### src/rtl/uart_loop_pkg.sv
package uart_loop_pkg;
  localparam int DATA_W = 8;
  localparam int OVS    = 16;
  localparam int ADDR_W = 3;
  localparam logic [ADDR_W-1:0] OFS_DATA = 3'd0;
  localparam logic [ADDR_W-1:0] OFS_MCTL = 3'd4;
  localparam logic [ADDR_W-1:0] OFS_LSTA = 3'd5;
  localparam logic [ADDR_W-1:0] OFS_MSTA = 3'd6;
  localparam int LOOP_BIT  = 4;
  localparam int MCTL_W    = 5;
endpackage

### src/rtl/uart_tx_shift.sv
module uart_tx_shift #(
  parameter int DATA_W = 8,
  parameter int OVS    = 16
) (
  input  logic              clk_i,
  input  logic              rst_ni,
  input  logic              tick_i,
  input  logic              load_i,
  input  logic [DATA_W-1:0] data_i,
  output logic              ser_o,
  output logic              empty_o
);
  localparam int FRAME = DATA_W + 2;
  localparam int CNT_W = $clog2(OVS);
  localparam int BIT_W = $clog2(FRAME);

  logic [DATA_W-1:0] hold_q;
  logic              hold_full_q;
  logic              busy_q;
  logic [FRAME-1:0]  sh_q;
  logic [CNT_W-1:0]  cnt_q;
  logic [BIT_W-1:0]  bit_q;

  always_ff @(posedge clk_i or negedge rst_ni) begin
    if (!rst_ni) begin
      hold_q      <= '0;
      hold_full_q <= 1'b0;
      busy_q      <= 1'b0;
      sh_q        <= '1;
      cnt_q       <= '0;
      bit_q       <= '0;
    end else begin
      if (!busy_q && hold_full_q) begin
        sh_q        <= {1'b1, hold_q, 1'b0};
        busy_q      <= 1'b1;
        cnt_q       <= '0;
        bit_q       <= '0;
        hold_full_q <= 1'b0;
      end else if (busy_q && tick_i) begin
        if (cnt_q == CNT_W'(OVS-1)) begin
          cnt_q <= '0;
          sh_q  <= {1'b1, sh_q[FRAME-1:1]};
          if (bit_q == BIT_W'(FRAME-1)) busy_q <= 1'b0;
          else                          bit_q  <= bit_q + 1'b1;
        end else begin
          cnt_q <= cnt_q + 1'b1;
        end
      end
      // a load in the same cycle as a start refills the holder
      if (load_i) begin
        hold_q      <= data_i;
        hold_full_q <= 1'b1;
      end
    end
  end

  assign ser_o   = busy_q ? sh_q[0] : 1'b1;
  assign empty_o = !busy_q && !hold_full_q;
endmodule

### src/rtl/uart_rx_shift.sv
module uart_rx_shift #(
  parameter int DATA_W = 8,
  parameter int OVS    = 16
) (
  input  logic              clk_i,
  input  logic              rst_ni,
  input  logic              tick_i,
  input  logic              ser_i,
  input  logic              clr_i,
  output logic [DATA_W-1:0] data_o,
  output logic              ready_o,
  output logic              done_o
);
  localparam int FRAME = DATA_W + 2;
  localparam int CNT_W = $clog2(OVS);
  localparam int BIT_W = $clog2(FRAME);
  localparam int MID   = OVS/2 - 1;

  logic              act_q;
  logic [CNT_W-1:0]  cnt_q;
  logic [BIT_W-1:0]  bit_q;
  logic [DATA_W-1:0] sh_q;

  always_ff @(posedge clk_i or negedge rst_ni) begin
    if (!rst_ni) begin
      act_q   <= 1'b0;
      cnt_q   <= '0;
      bit_q   <= '0;
      sh_q    <= '0;
      data_o  <= '0;
      done_o  <= 1'b0;
    end else begin
      done_o <= 1'b0;
      if (tick_i) begin
        if (!act_q) begin
          if (!ser_i) begin
            act_q <= 1'b1;
            cnt_q <= '0;
            bit_q <= '0;
          end
        end else begin
          if (cnt_q == CNT_W'(OVS-1)) begin
            cnt_q <= '0;
            bit_q <= bit_q + 1'b1;
          end else begin
            cnt_q <= cnt_q + 1'b1;
          end
          if (cnt_q == CNT_W'(MID)) begin
            if (bit_q == '0) begin
              if (ser_i) act_q <= 1'b0;  // glitch, not a start bit
            end else if (bit_q == BIT_W'(FRAME-1)) begin
              act_q <= 1'b0;
              if (ser_i) begin
                data_o <= sh_q;
                done_o <= 1'b1;
              end
            end else begin
              sh_q <= {ser_i, sh_q[DATA_W-1:1]};
            end
          end
        end
      end
    end
  end

  always_ff @(posedge clk_i or negedge rst_ni) begin
    if (!rst_ni)     ready_o <= 1'b0;
    else if (done_o) ready_o <= 1'b1;
    else if (clr_i)  ready_o <= 1'b0;
  end
endmodule

### src/rtl/uart_modem_ctl.sv
module uart_modem_ctl #(
  parameter int MCTL_W   = 5,
  parameter int LOOP_BIT = 4
) (
  input  logic              clk_i,
  input  logic              rst_ni,
  input  logic              we_i,
  input  logic [MCTL_W-1:0] wdata_i,
  input  logic              tx_ser_i,
  input  logic              rx_pin_i,
  input  logic              cts_ni,
  input  logic              dsr_ni,
  input  logic              cd_ni,
  input  logic              ri_ni,
  output logic [MCTL_W-1:0] mctl_o,
  output logic              loop_o,
  output logic              tx_o,
  output logic              rx_ser_o,
  output logic              rts_no,
  output logic              dtr_no,
  output logic [7:0]        msta_o
);
  logic [1:0] rx_sync_q;

  always_ff @(posedge clk_i or negedge rst_ni) begin
    if (!rst_ni) mctl_o <= '0;
    else if (we_i) mctl_o <= wdata_i;
  end

  always_ff @(posedge clk_i or negedge rst_ni) begin
    if (!rst_ni) rx_sync_q <= 2'b11;
    else         rx_sync_q <= {rx_sync_q[0], rx_pin_i};
  end

  assign loop_o   = mctl_o[LOOP_BIT];
  assign tx_o     = loop_o ? 1'b1 : tx_ser_i;
  assign rx_ser_o = loop_o ? tx_ser_i : rx_sync_q[1];
  assign dtr_no   = loop_o ? 1'b1 : ~mctl_o[0];
  assign rts_no   = loop_o ? 1'b1 : ~mctl_o[1];
  assign msta_o   = loop_o ? 8'h00 : {~cd_ni, ~ri_ni, ~dsr_ni, ~cts_ni, 4'h0};
endmodule

### src/rtl/uart_loop_chan.sv
module uart_loop_chan
  import uart_loop_pkg::*;
(
  input  logic              clk_i,
  input  logic              rst_ni,
  input  logic              baud_tick_i,
  input  logic              we_i,
  input  logic              re_i,
  input  logic [ADDR_W-1:0] addr_i,
  input  logic [DATA_W-1:0] wdata_i,
  output logic [DATA_W-1:0] rdata_o,
  output logic              tx_o,
  input  logic              rx_i,
  output logic              rts_no,
  output logic              dtr_no,
  input  logic              cts_ni,
  input  logic              dsr_ni,
  input  logic              cd_ni,
  input  logic              ri_ni
);
  logic              tx_ser, tx_empty, rx_ser, rx_ready, rx_done, loop_en;
  logic [DATA_W-1:0] rx_data;
  logic [MCTL_W-1:0] mctl;
  logic [7:0]        msta;

  uart_tx_shift #(.DATA_W(DATA_W), .OVS(OVS)) u_tx (
    .clk_i, .rst_ni, .tick_i(baud_tick_i),
    .load_i(we_i && addr_i == OFS_DATA), .data_i(wdata_i),
    .ser_o(tx_ser), .empty_o(tx_empty)
  );

  uart_rx_shift #(.DATA_W(DATA_W), .OVS(OVS)) u_rx (
    .clk_i, .rst_ni, .tick_i(baud_tick_i), .ser_i(rx_ser),
    .clr_i(re_i && addr_i == OFS_DATA),
    .data_o(rx_data), .ready_o(rx_ready), .done_o(rx_done)
  );

  uart_modem_ctl #(.MCTL_W(MCTL_W), .LOOP_BIT(LOOP_BIT)) u_mdm (
    .clk_i, .rst_ni, .we_i(we_i && addr_i == OFS_MCTL),
    .wdata_i(wdata_i[MCTL_W-1:0]), .tx_ser_i(tx_ser), .rx_pin_i(rx_i),
    .cts_ni, .dsr_ni, .cd_ni, .ri_ni,
    .mctl_o(mctl), .loop_o(loop_en), .tx_o, .rx_ser_o(rx_ser),
    .rts_no, .dtr_no, .msta_o(msta)
  );

  always_comb begin
    case (addr_i)
      OFS_DATA: rdata_o = rx_data;
      OFS_MCTL: rdata_o = DATA_W'(mctl);
      OFS_LSTA: rdata_o = {2'b00, tx_empty, 4'h0, rx_ready};
      OFS_MSTA: rdata_o = msta;
      default:  rdata_o = '0;
    endcase
  end
endmodule

### config.mk
export PLATFORM = sky130hd
export DESIGN_NAME = uart_loop_chan
export DESIGN_NICKNAME = d
export VERILOG_FILES = /design/src/rtl/uart_loop_pkg.sv /design/src/rtl/uart_tx_shift.sv /design/src/rtl/uart_rx_shift.sv /design/src/rtl/uart_modem_ctl.sv /design/src/rtl/uart_loop_chan.sv
export SDC_FILE = /design/constraint.sdc
export NUM_CORES = 1
export LEC_CHECK = 0
export BUFFER_PORTS_ARGS = -buffer_cell sky130_fd_sc_hd__buf_2
export CORE_ASPECT_RATIO = 1.25
export CORE_MARGIN = 5
export CORE_UTILIZATION = 32
export CTS_BUF_LIST = sky130_fd_sc_hd__clkbuf_16
export DETAILED_ROUTE_END_ITERATION = 12
export PLACE_DENSITY = 0.46
export SYNTH_ARGS = -nofsm -noshare
export SYNTH_HDL_FRONTEND = slang
export SYNTH_SLANG_ARGS = --single-unit
### constraint.sdc
create_clock -name clk_i -period 3.6 [get_ports clk_i]
set_clock_uncertainty 0.15 [all_clocks]
set_input_delay 0.36 -clock clk_i [delete_from_list [all_inputs] [get_ports clk_i]]
set_output_delay 0.36 -clock clk_i [all_outputs]
set_load 0.05 [all_outputs]
==> metrics.log <==
INFO  metric outcome = complete, no violations
INFO  metric netlist.area_leader.share = 0.431
INFO  metric post-route-cell-area = about 0.0035 mm^2
INFO  metric timing_worst_setup_path_type = flip-flop to output pin
INFO  metric hpwlAfterDp = approximately 4300 um
INFO  metric wire_length_of_the_first_global_routing_pass = just over 10000 um
INFO  metric floorplan.core_area = 0.00880 mm^2
INFO  metric synth_area_per_cell = ~12 um^2
INFO  metric fmax = around 440 MHz
INFO  metric globalplace.congestion = ~0.70
INFO  metric wl_per_cell = 14.7 um
INFO  metric power_density = between 600 and 700 mW/mm^2
INFO  metric worst_ir_drop_vdd = ~0.29 mV
INFO  metric post_synth_main_area_contributors = dfrtp_1 43%, mux2_2 12%, dfstp_2 10%, nand2_1 3.1%, ha_1 3.0%
INFO  metric ys.warnings.count = 0
INFO  metric dieWidth = about 95 um
INFO  metric hold_violations = 0
INFO  metric cts.clk_slew.worst_paths = 0.05 ns
INFO  metric cp_data_arrival_time = about 1.8 ns
INFO  metric preCtsSetupSlack = ~1.6 ns
INFO  metric ioPinCount = 32
INFO  metric detailed_place.area = about 0.0032 mm^2
INFO  metric p_leak = between 1.5 and 2 nW
INFO  metric final_routed_drc_violation_total = 0
INFO  metric utilization = 0.399
INFO  metric synth_top_flop_cell = dfrtp_1
INFO  metric wirelength = approximately 6100 um
INFO  metric synth_fp_nets = about 280
INFO  metric vias = 2006
INFO  metric drt-vias-per-instance = 4.87
INFO  metric die_area = approximately 0.011 mm^2
INFO  metric layout.cells.most_common = dfrtp_1
INFO  metric h-tree-depth = 3
INFO  metric layout_common_cells = 50 x dfrtp_1, 31 x buf_2, 30 x mux2_2
INFO  metric worst_setup_path_start_kind = flip-flop
INFO  metric drv.max_cap_violation_count = 0
INFO  metric placementRows = 38
INFO  metric total_power = roughly 2.4 mW
INFO  metric number_of_enable_flip_flop_cells_after_synthesis = 0
INFO  metric placement.io_buffers = 31
INFO  metric layout-drive-gt1-share = 0.336
INFO  metric synth_cells = 251
INFO  metric cts-resized-gates = 0
INFO  metric async_flop_share = 1.00
INFO  metric numCtsBuffers = 9
INFO  metric cts_hold_buffers = 2
INFO  metric cp-end-kind = output pin
INFO  metric r2r_slack = about 1.7 ns
INFO  metric postRouteAntennaNets = 0
INFO  metric grt_start_max_net_pins = 28
INFO  metric crit-reg2reg-launch = u_rx.bit_q[0]$_DFFE_PN0P_
INFO  metric num-nets-final = 315
INFO  metric slowest_stage = dfrtp_1
INFO  metric setup_repair_after_global_routing_missed_its_margin = false
INFO  metric timing.max_slew.rel_slack = 0.438
INFO  metric cts_tree = yes
INFO  metric synth_top_cell_by_area = dfrtp_1
INFO  metric critPathBufInv = 1
INFO  metric destination_of_the_worst_register_to_register_timing_path = u_rx.sh_q[4]$_DFFE_PN0P_
INFO  metric detail_route.first_pass.iterations = 4
INFO  metric yosysSeqAreaShare = 0.531
INFO  metric final.fill_count = 868
INFO  metric cts_root_buf = clkbuf_16
INFO  metric global_route.overflow_total = 0
INFO  metric layout_worst_path_cycle_share = 0.631
INFO  metric clock_path_buffers = 2
INFO  metric cell_family_with_the_largest_share_of_critical_path_delay = simple AND/OR/NAND/NOR gates
INFO  metric worst_reg2reg_path_depth = 5
INFO  metric final.min_clock_period = between 2 and 2.5 ns
INFO  metric slew_viol_final = 0
INFO  metric tightestPinTransition = ~0.84 ns
INFO  metric min_path_cells = 2
INFO  metric setup_viol = 0
INFO  metric timing.hold.worst_endpoint = u_tx.hold_q[5]$_DFFE_PN0P_
INFO  metric initial_utilization = 0.330
INFO  metric diodes = 0
INFO  metric dieHeight = roughly 120 um
INFO  metric hold_start = wdata_i[5]
INFO  metric postCtsSetupBuffers = 0
INFO  metric global_route.usage.total = 0.121
INFO  metric crit_chain = nor2_1 -> nand3_1 -> o22ai_1 -> buf_2
INFO  metric synth.lib_cells_used.distinct = 44
INFO  metric signed_area_change_from_the_synthesized_netlist_to_the_final_layout = 21.0%
INFO  metric post_synth_instance_area = approximately 0.0029 mm^2
INFO  metric timing.hold.worst.class = input port to flip-flop
INFO  metric clk_latency = around 0.32 ns
INFO  metric delay_contributed_by_the_slowest_stage_of_the_critical_path = 0.48 ns
INFO  metric least_setup_slack_across_all_paths_after_layout = around 1.3 ns
INFO  metric fin_setup_tns = 0 ns
INFO  metric dr.first_iter.drc_count = 35
INFO  metric antenna_found_initial = 0
INFO  metric path_max_fanout = 12
INFO  metric postSynthRegisterBits = 61
INFO  metric cts.sink_count = approximately 60
INFO  metric first_global_vias = roughly 2100
INFO  metric cp_data_required_time = roughly 3.1 ns
worst reg2reg max path: stages (launching register included):
cell and delay, ns:
dfrtp_1 0.43, inv_1 0.11, ha_1 0.19, mux2i_1 0.09, o2111ai_2 0.45, mux2_2 0.40
routing by layer:
metal	vias up	track usage	wire [um]	part of all wire
met3	9	0.0232	168	0.028
met2	24	0.199	3010	0.50
li1	976	-	-	-
met1	997	0.150	2780	0.46
met5	-	0	0	0
met4	0	0.0645	99	0.016
cells by family (layout without fill, tap and decap cells):
group,Yosys count,after routing,synth area share
AOI/OAI and AO/OA,46,46,0.116
xor gates and xnor gates,3,3,0.00906
adders and majority gates,7,7,0.0302
buffers and inverters,16,57,0.0246
DFF,61,61,0.531
muxes,37,37,0.141
and+or+nand+nor,81,81,0.148
where the power goes:
| group | internal (mW) | switching, mW | leakage [nW] |
|---|---|---|---|
| clock | 0.602 | 0.297 | 0.161 |
| sequential | 0.877 | 0.136 | 0.723 |
| combinational | 0.245 | 0.262 | 0.766 |
| total | 1.72 | 0.695 | 1.65 |
state kept, by name, indices dropped and copies added (netlist names):
name	cells
u_tx.sh_q	9
u_rx.data_o	8
u_rx.sh_q	8
u_tx.hold_q	8
u_mdm.mctl_o	5
u_rx.bit_q	4
u_rx.cnt_q	4
u_tx.bit_q	4
u_tx.cnt_q	4
u_mdm.rx_sync_q	2
u_rx.act_q	1
u_rx.done_o	1
u_rx.ready_o	1
u_tx.busy_q	1
u_tx.hold_full_q	1
worst max-delay path by stage:
| stage | startpoint | to | slack, ns | depth (start not counted) |
|---|---|---|---|---|
| floorplan | addr_i[2] | rdata_o[1] | 1.40 | 3 |
| global placement | addr_i[0] | rdata_o[0] | 1.65 | 5 |
| detailed placement | addr_i[2] | u_tx.hold_q[4]$_DFFE_PN0P_ | 1.65 | 3 |
| CTS | u_tx.busy_q$_DFFE_PN0P_ | rdata_o[5] | 1.32 | 4 |
| global route | u_tx.busy_q$_DFFE_PN0P_ | rdata_o[5] | 1.24 | 4 |
| finish | u_tx.busy_q$_DFFE_PN0P_ | rdata_o[5] | 1.33 | 4 |
synthesized netlist by cell type (5+ instances only):
cell	number
clkbuf_1	5
dfstp_2	11
nand3_1	10
inv_1	6
nor2_1	18
dfrtp_1	50
o21ai_0	11
nor3_1	5
a21oi_1	8
mux2_2	30
a22o_1	8
a221o_1	6
ha_1	7
nand2_1	24
mux2i_1	7
cell type report:
type                            count  area (um^2)  area share
Clock buffer                        9          225      0.0642
Clock inverter                      7         91.3      0.0260
Inverter                            6         22.5     0.00642
Multi-Input combinational cell    174         1290       0.368
Sequential cell                    61         1540       0.439
Tap cell                          120          150      0.0428
Timing Repair Buffer               35          190      0.0542
stage by stage:
stage	cells	hold WS (ns)
2_1_floorplan	251	-0.0856
3_5_place_dp	394	0.167
4_1_cts	412	0.114
5_1_grt	412	0.127
6_report	412	0.126
3_3_place_gp	394	0.168
(Power assumes the default switching activity.)
